[config.mk]
export PLATFORM = sky130hd
export DESIGN_NAME = loop_fetch_ctrl
export DESIGN_NICKNAME = d
export VERILOG_FILES = /design/src/rtl/loopc_pkg.sv /design/src/rtl/lc_datapath.sv /design/src/rtl/lc_control.sv /design/src/rtl/loop_fetch_ctrl.sv
export SDC_FILE = /design/constraint.sdc
export NUM_CORES = 1
export LEC_CHECK = 0
export ABC_AREA = 1
export BUFFER_PORTS_ARGS = -buffer_cell sky130_fd_sc_hd__buf_2
export CAP_MARGIN = 30
export CORE_UTILIZATION = 52
export CTS_CLUSTER_DIAMETER = 150
export DETAILED_ROUTE_END_ITERATION = 7
export GPL_ROUTABILITY_DRIVEN = 0
export PLACE_DENSITY = 0.82
export SLEW_MARGIN = 20
export SYNTH_ARGS = -nofsm -noshare
export SYNTH_HDL_FRONTEND = slang
export SYNTH_SLANG_ARGS = --single-unit
export TNS_END_PERCENT = 10
[constraint.sdc]
create_clock -name clk -period 4.4 [get_ports clk]
set_input_delay 0.44 -clock clk [delete_from_list [all_inputs] [get_ports clk]]
set_output_delay 0.44 -clock clk [all_outputs]
set_load 0.01 [all_outputs]
[src/rtl/loopc_pkg.sv]
package loopc_pkg;
  typedef enum logic [1:0] {
    ST_IDLE   = 2'd0,
    ST_FILL   = 2'd1,
    ST_ACTIVE = 2'd2
  } lcState_t;

  // strobes from control to datapath
  typedef struct packed {
    logic dispCapture; // latch low displacement of a candidate
    logic cntLoad;     // load counter from latched displacement
    logic cntInc;      // advance counter by one
  } lcStrobe_t;
endpackage

[src/rtl/lc_datapath.sv]
module lc_datapath
  import loopc_pkg::*;
#(
  parameter int OPC_W  = 4,
  parameter int DISP_W = 12,
  parameter int LOW_W  = 3,
  parameter logic [OPC_W-1:0] COND_OPC   = 4'hD,
  parameter logic [OPC_W-1:0] UNCOND_OPC = 4'hE,
  localparam int INSTR_W = OPC_W + DISP_W,
  localparam int CNT_W   = LOW_W + 1
) (
  input  logic               clk,
  input  logic               rstN,
  input  logic               decValid,
  input  logic [INSTR_W-1:0] decWord,
  input  lcStrobe_t          strobe,
  output logic               sbbSeen,
  output logic               cntZero
);
  logic [OPC_W-1:0]        opcode;
  logic [DISP_W-LOW_W-1:0] upperDisp;
  logic [LOW_W-1:0]        lowDisp;
  logic [LOW_W-1:0]        trigDisp;
  logic [CNT_W-1:0]        cnt;
  logic                    isBranch;

  assign opcode    = decWord[INSTR_W-1 -: OPC_W];
  assign upperDisp = decWord[DISP_W-1:LOW_W];
  assign lowDisp   = decWord[LOW_W-1:0];
  assign isBranch  = (opcode == COND_OPC) || (opcode == UNCOND_OPC);
  assign sbbSeen   = decValid && isBranch && (&upperDisp);

  always_ff @(posedge clk or negedge rstN) begin
    if (!rstN) begin
      trigDisp <= '0;
    end else if (strobe.dispCapture) begin
      trigDisp <= lowDisp;
    end
  end

  // negative count: top bit set, reaches zero after the loop length
  always_ff @(posedge clk or negedge rstN) begin
    if (!rstN) begin
      cnt <= '0;
    end else if (strobe.cntLoad) begin
      cnt <= {1'b1, trigDisp};
    end else if (strobe.cntInc) begin
      cnt <= cnt + 1'b1;
    end
  end

  assign cntZero = (cnt == '0);
endmodule

[src/rtl/lc_control.sv]
module lc_control
  import loopc_pkg::*;
(
  input  logic      clk,
  input  logic      rstN,
  input  logic      sbbSeen,
  input  logic      cntZero,
  input  logic      exSeq,
  input  logic      exTaken,
  input  logic      exCof,
  output lcStrobe_t strobe,
  output logic      fillEn,
  output logic      useBuffer
);
  lcState_t state, nextState;
  logic     armed, armedNext;
  logic     flowChange, exEvent;

  assign flowChange = exTaken || exCof;
  assign exEvent    = flowChange || exSeq;

  always_comb begin
    nextState     = state;
    strobe.cntLoad = 1'b0;
    strobe.cntInc  = 1'b0;
    unique case (state)
      ST_IDLE: begin
        if (armed && exTaken) begin
          nextState      = ST_FILL;
          strobe.cntLoad = 1'b1;
        end
      end
      ST_FILL, ST_ACTIVE: begin
        if (cntZero) begin
          if (flowChange) begin
            nextState      = ST_ACTIVE;
            strobe.cntLoad = 1'b1;
          end else if (exSeq) begin
            nextState = ST_IDLE;
          end
        end else begin
          if (flowChange) begin
            nextState = ST_IDLE;
          end else if (exSeq) begin
            strobe.cntInc = 1'b1;
          end
        end
      end
      default: nextState = ST_IDLE;
    endcase
  end

  // a candidate is held only while idle and not yet resolved
  always_comb begin
    strobe.dispCapture = (state == ST_IDLE) && (nextState == ST_IDLE) && sbbSeen;
    armedNext = (nextState == ST_IDLE) &&
                (strobe.dispCapture || (armed && !exEvent));
  end

  always_ff @(posedge clk or negedge rstN) begin
    if (!rstN) begin
      state <= ST_IDLE;
      armed <= 1'b0;
    end else begin
      state <= nextState;
      armed <= armedNext;
    end
  end

  assign fillEn    = (nextState == ST_FILL);
  assign useBuffer = (nextState == ST_ACTIVE);
endmodule

[src/rtl/loop_fetch_ctrl.sv]
module loop_fetch_ctrl
  import loopc_pkg::*;
#(
  parameter int OPC_W  = 4,
  parameter int DISP_W = 12,
  parameter int LOW_W  = 3,
  parameter logic [OPC_W-1:0] COND_OPC   = 4'hD,
  parameter logic [OPC_W-1:0] UNCOND_OPC = 4'hE,
  localparam int INSTR_W = OPC_W + DISP_W
) (
  input  logic               clk,
  input  logic               rstN,
  input  logic               decValid,
  input  logic [INSTR_W-1:0] decWord,
  input  logic               exSeq,
  input  logic               exTaken,
  input  logic               exCof,
  output logic               fillEn,
  output logic               useBuffer
);
  lcStrobe_t strobe;
  logic      sbbSeen;
  logic      cntZero;

  lc_datapath #(
    .OPC_W(OPC_W), .DISP_W(DISP_W), .LOW_W(LOW_W),
    .COND_OPC(COND_OPC), .UNCOND_OPC(UNCOND_OPC)
  ) u_dp (
    .clk(clk), .rstN(rstN), .decValid(decValid), .decWord(decWord),
    .strobe(strobe), .sbbSeen(sbbSeen), .cntZero(cntZero)
  );

  lc_control u_ctl (
    .clk(clk), .rstN(rstN), .sbbSeen(sbbSeen), .cntZero(cntZero),
    .exSeq(exSeq), .exTaken(exTaken), .exCof(exCof),
    .strobe(strobe), .fillEn(fillEn), .useBuffer(useBuffer)
  );
endmodule

==> impl_metrics.toml, run 1 <==
[floorplan]
dieHeight_um = 39.3
boundaryPins = 24
initial_core_util_pct = 55.5
die_area_um2 = 1540
fp.dieW_um = 39.3
rows = 13
coreArea_um2 = 1300

[final_layout]
drive_above_1_share_pct = 33.1
fill_cells = 124
multi_input_area_um2 = 419
register_area_um2 = 250
areaGrowthSynthToFinish_pct = 23.6
fin_nets = 154
antenna_cells = 0
final_area_um2 = 892

[logic_synthesis]
synth_most_common_cell = "nand2_1"
synth_cell_type_count = 19
synth.avg_cell_area_um2 = 7.22
synth_seq_cells = 10
synth_ff_type = "dfrtp_1"
synth.cell_area_um2 = 722
ys_seq_area_share_pct = 34.7
yosysTopAreaCell = "dfrtp_1"
syn_nets = 126
post-synth-top-area-fraction_pct = 34.7
synth.yosys.warnings = 0
synthTopCellsByArea = "dfrtp_1 35%, nand2_1 16%, ha_1 6.9%"
postSynthCellCount = 100
synth_edf_count = 0
synthTopCellsByCount = "31 x nand2_1, 10 x dfrtp_1, 10 x inv_1, 10 x nor2_1, 8 x nand3_1"
async_flop_share_pct = 100

[sta]
holdWs_ns = 0.0172
setup_viol = 0
setup_tns_ns = 0
rsz0062_at_grt = "false"
drv_slew = 0
hold_viol = 0
period_minus_slack_ns = 2.18
max-slew-margin-rel_pct = 72.7
clock.fmax_ghz = 0.460
worstMarginPinSlew_ns = 0.408
skew_ns = 0.00312
finalWorstSetupSlack_ns = 2.22
fin_crit_sh_pct = 49.4

[cts]
cts_tree = "yes"
cts_resized = 0
clkLatencyLatePin_ns = 0.26
cts_max_level = 1
post_cts_buffers = 0
cts_buffers = 3
clock-sinks = 10
ctsHoldBuffers = 0
clk_pin_slew_ns = 0.07
cts_root_buf = "clkbuf_4"
cts_max_path_buffers = 2

[critical_path]
path_common_cell = "nand2_1"
path_class = "flip-flop to output port"
max_stage_delay_ns = 0.39
critPathLaunchType = "flip-flop"
cp.arrival_ns = 1.74
end_kind = "output port"
path_max_fanout = 7
cp_slowest_cell = "dfrtp_1"
worstPathRequired_ns = 3.96
cp_cell_sequence = "inv_1, ha_1, nand2_1, inv_2, nand2_1, nand2_1, nand2_2, inv_2, nor2_1, buf_2"

[place]
numPortBuffers = 23
dp_slack_ns = 2.54
dpl.hpwl_um = 1150
placed_cell_area_um2 = 856

[grt]
antenna_found_initial = 0
grt_usage_pct = 23.8
grt_start_max_net_pins = 11
grt_pass1_vias = 611
grt_first_pass_wirelength_um = 2470
overflow = 0

[drt]
via_per_inst = 4.92
finalWirelength_um = 1430
vias = 699
first_pass_iters = 3
drt-initial-drc-count = 12
ant_nets = 0
post_drt_wl_per_cell_um = 10.1
remaining_drc_errors = 0

[power]
max-vdd-ir-drop_mv = 0.262
total_power_w = 0.000386
powerDensity_nw_per_um2 = 432
power.leakage_nw = 0.504

[flow_run]
drv_cap = 0

[min_path]
hold_class = "primary input to asynchronous set/reset pin"

[run_status]
status = "finished clean"
[final timing paths]
check                                              from                            to  slack [ns]  cells past startpoint
hold reg to reg            u_dp.trigDisp[2]$_DFFE_PN0P_  u_dp.trigDisp[2]$_DFFE_PN0P_        0.48                      2
setup reg to reg               u_ctl.state[1]$_DFF_PN0_  u_dp.trigDisp[1]$_DFFE_PN0P_        2.83                     10
max in group asynchronous                          rstN      u_ctl.state[0]$_DFF_PN0_        4.20                      1
min in group clk                             decWord[1]  u_dp.trigDisp[1]$_DFFE_PN0P_        0.43                      3
hold / removal                                     rstN       u_dp.cnt[3]$_DFFE_PN0P_        0.02                      1
setup / recovery               u_ctl.state[1]$_DFF_PN0_                     useBuffer        2.22                     10
[flip-flops by register name, indices dropped and copies added (netlist names)]
name           cells
u_ctl.armed        1
u_ctl.state        2
u_dp.cnt           4
u_dp.trigDisp      3
[per-layer routing]
metal / routed length, um / track usage (%) / vias up
met5: 0 / 0 / -
met4: 6 / 7.76 / 0
met3: 39 / 3.41 / 2
met2: 667 / 37.9 / 10
met1: 714 / 33.2 / 312
li1: - / - / 375
[cell usage in the layout (no fill, tap or decap)]
| cell type | instances |
|---|---|
| a21oi_1 | 2 |
| a21oi_4 | 1 |
| a31oi_1 | 1 |
| buf_2 | 23 |
| clkbuf_4 | 3 |
| clkbuf_8 | 1 |
| dfrtp_1 | 10 |
| ha_1 | 4 |
| inv_1 | 10 |
| inv_2 | 4 |
| nand2_1 | 31 |
| nand2_2 | 2 |
| nand2_4 | 1 |
| nand3_1 | 8 |
| nand3_2 | 3 |
| nand3b_1 | 1 |
| nand4_1 | 4 |
| nor2_1 | 10 |
| nor2_2 | 3 |
| o21ai_1 | 1 |
| or2_2 | 1 |
| xor2_1 | 3 |
[through the flow]
step	utilization, %	cells
after floorplan	-	100
after global routing	68.6	142
after global placement	65.8	138
after CTS	68.6	142
final	68.6	142
after detailed placement	65.8	138
[report_power, final]
group | switching [W] | internal (W)
sequential | 0.0000175 | 0.000109
clock | 0.0000316 | 0.0000502
combinational | 0.000109 | 0.0000675
total | 0.000158 | 0.000227
[cells by family after synthesis]
logic type               synth area share (%)
AO/OA/AOI/OAI                            5.20
AND/OR/NAND/NOR                          42.3
adder cells (fa/ha/maj)                  6.93
flip-flops                               34.7
buffers and inverters                    7.28
XOR/XNOR                                 3.64
[layout make-up]
cell class                 count  share of cell area [%]
sequential                    10                    28.1
clock buffer                   4                    4.07
tap                           15                    2.10
timing repair buffer          23                    12.9
inverter                      14                    5.89
multi-input combinational     76                    47.0
[critical path: cells and delay by family (launching register included)]
| kind | cells | cell delay (ns) |
|---|---|---|
| adders and majority gates | 1 | 0.34 |
| buffers and inverters | 4 | 0.30 |
| DFF | 1 | 0.39 |
| and+or+nand+nor | 5 | 0.45 |
Power figures use the tool's default switching activity.
==> inputs of run 2 (changes only) <==
- CORE_UTILIZATION: 52 -> 48
- PLACE_DENSITY: 0.82 -> 0.77
- clock period: 4.4 -> 2.1 ns (I/O delays scaled with it)
==> run 2 against run 1 <==
Worst hold slack gained 0.19 ns. Clock skew grew 0.0017 ns. Cell area grew 1.1%. Critical path type unchanged.
==> impl_metrics.toml, run 2 (synthesis gave the netlist of run 1 again) <==
[cts]
cts_root_buf = "clkbuf_4"
clkLatencyLatePin_ns = 0.26
cts_resized = 0
cts_tree = "yes"
clk_pin_slew_ns = 0.07
cts_max_level = 1
ctsHoldBuffers = 1
cts_buffers = 3
cts_max_path_buffers = 2
post_cts_buffers = 0
clock-sinks = 10

[floorplan]
boundaryPins = 24
die_area_um2 = 1660
fp.dieW_um = 40.8
dieHeight_um = 40.8
coreArea_um2 = 1350
rows = 13
initial_core_util_pct = 53.5

[drt]
vias = 706
ant_nets = 0
post_drt_wl_per_cell_um = 10.3
first_pass_iters = 4
via_per_inst = 4.94
remaining_drc_errors = 0
finalWirelength_um = 1470
drt-initial-drc-count = 24

[power]
max-vdd-ir-drop_mv = 0.620
p_clk_share_pct = 20.7
power_frac_seq_pct = 33.3
power.share.combinational_pct = 46.0
swShare_pct = 41.0
power.leakage_nw = 0.508
p_sw_w = 0.000331
powerDensity_nw_per_um2 = 896
p_int_w = 0.000477
total_power_w = 0.000808

[sta]
rsz0062_at_grt = "false"
setup_tns_ns = 0
hold_viol = 0
finalWorstSetupSlack_ns = 0.162
period_minus_slack_ns = 1.94
max-slew-margin-rel_pct = 72.6
drv_slew = 0
fin_crit_sh_pct = 92.3
setup_viol = 0
clock.fmax_ghz = 0.516
skew_ns = 0.00482
worstMarginPinSlew_ns = 0.409

[final_layout]
final_cells = 143
areaGrowthSynthToFinish_pct = 25.0
final_common_cell = "nand2_1"
regMostFlops = "u_dp.cnt"
top_regs = "u_dp.cnt: 4 flops, u_dp.trigDisp: 3 flops, u_ctl.state: 2 flops"
fin_nets = 155
most-common-layout-cells = "31 x nand2_1, 23 x buf_2, 10 x inv_1, 10 x nor2_1, 10 x dfrtp_1"
drive_above_1_share_pct = 32.8
largest_register_ffs = 4
antenna_cells = 0

[grt]
grt_usage_pct = 21.0
antenna_found_initial = 0
overflow = 0
grt_first_pass_wirelength_um = 2300
grt_start_max_net_pins = 11
grt_pass1_vias = 628

[place]
dpl.hpwl_um = 1230
place_inst = 138
numPortBuffers = 23
dp_slack_ns = 0.449

[critical_path]
path_common_cell = "nand2_1"
worst-path-buf-inv = 4
cp_cell_sequence = "inv_1, ha_1, nand2_1, inv_2, nand2_1, nand2_1, nand2_2, inv_2, nor2_1, buf_2"
worstPathRequired_ns = 1.89
critPathLaunchType = "flip-flop"
rrSetupSlack_ns = 0.53
path_class = "flip-flop to output port"
end_kind = "output port"
cp_slowest_cell = "dfrtp_1"
cp.arrival_ns = 1.73
path_max_fanout = 7
path_delay_family = "simple AND/OR/NAND/NOR gates"
max_stage_delay_ns = 0.40

[min_path]
hold_class = "primary input to flip-flop"

[run_status]
status = "finished clean"

[flow_run]
drv_cap = 0
==> run 2: changes by cell type in the layout (fill, tap and decap cells not counted), sizes merged <==
cell,before,now
dlygate4sd3,0,1
==> run 2: final timing paths <==
check | endpoint | startpoint | depth (start not counted)
max | useBuffer | u_ctl.state[1]$_DFF_PN0_ | 10
max in group asynchronous | u_ctl.state[0]$_DFF_PN0_ | rstN | 2
min | u_dp.trigDisp[2]$_DFFE_PN0P_ | decWord[2] | 3
min reg2reg | u_dp.trigDisp[2]$_DFFE_PN0P_ | u_dp.trigDisp[2]$_DFFE_PN0P_ | 2
max reg2reg | u_dp.trigDisp[0]$_DFFE_PN0P_ | u_dp.cnt[0]$_DFFE_PN0P_ | 11
min in group asynchronous | u_dp.cnt[3]$_DFFE_PN0P_ | rstN | 2
==> run 2: layout make-up <==
class,count,area (um2)
Multi-Input combinational cell,76,419
Timing Repair Buffer,24,125
Fill cell,125,448
Inverter,14,52.6
Sequential cell,10,250
Clock buffer,4,36.3
Tap cell,15,18.8
==> run 2: metrics by stage <==
stage | hold slack [ns] | cell area, um2 | util, %
6_report | 0.209 | 902 | 66.8
5_1_grt | 0.220 | 902 | 66.8
4_1_cts | 0.211 | 902 | 66.8
3_5_place_dp | 0.0811 | 856 | 63.4
3_3_place_gp | 0.0736 | 856 | 63.4
2_1_floorplan | -0.0856 | 722 | -
==> run 2: power groups by stage <==
| stage | combinational (W) | sequential, W | clock [W] |
|---|---|---|---|
| floorplan | 0.000285 | 0.000262 | 0 |
| CTS | 0.000372 | 0.000268 | 0.000171 |
| detailed placement | 0.000368 | 0.000271 | 0 |
| global placement | 0.000362 | 0.000268 | 0 |
| finish | 0.000372 | 0.000269 | 0.000168 |
| global route | 0.000424 | 0.000275 | 0.000178 |
==> run 2: worst register-to-register path, stage by stage (launching register included) <==
cell and delay, ns:
dfrtp_1 0.43, inv_1 0.07, ha_1 0.18, nand2_1 0.08, nor2_2 0.15, nand2_1 0.08
nand2_1 0.09, nand2_2 0.08, nand2_4 0.10, nand3_2 0.08, nand2_1 0.08, nand2_1 0.05
==> run 2: per-layer routing <==
| metal | track usage, % | vias up | share of wire (%) |
|---|---|---|---|
| li1 | - | 376 | - |
| met1 | 25.3 | 316 | 47 |
| met2 | 37.1 | 12 | 48 |
| met3 | 1.63 | 2 | 3.5 |
| met4 | 10.0 | 0 | 0.95 |
| met5 | 0 | - | 0 |
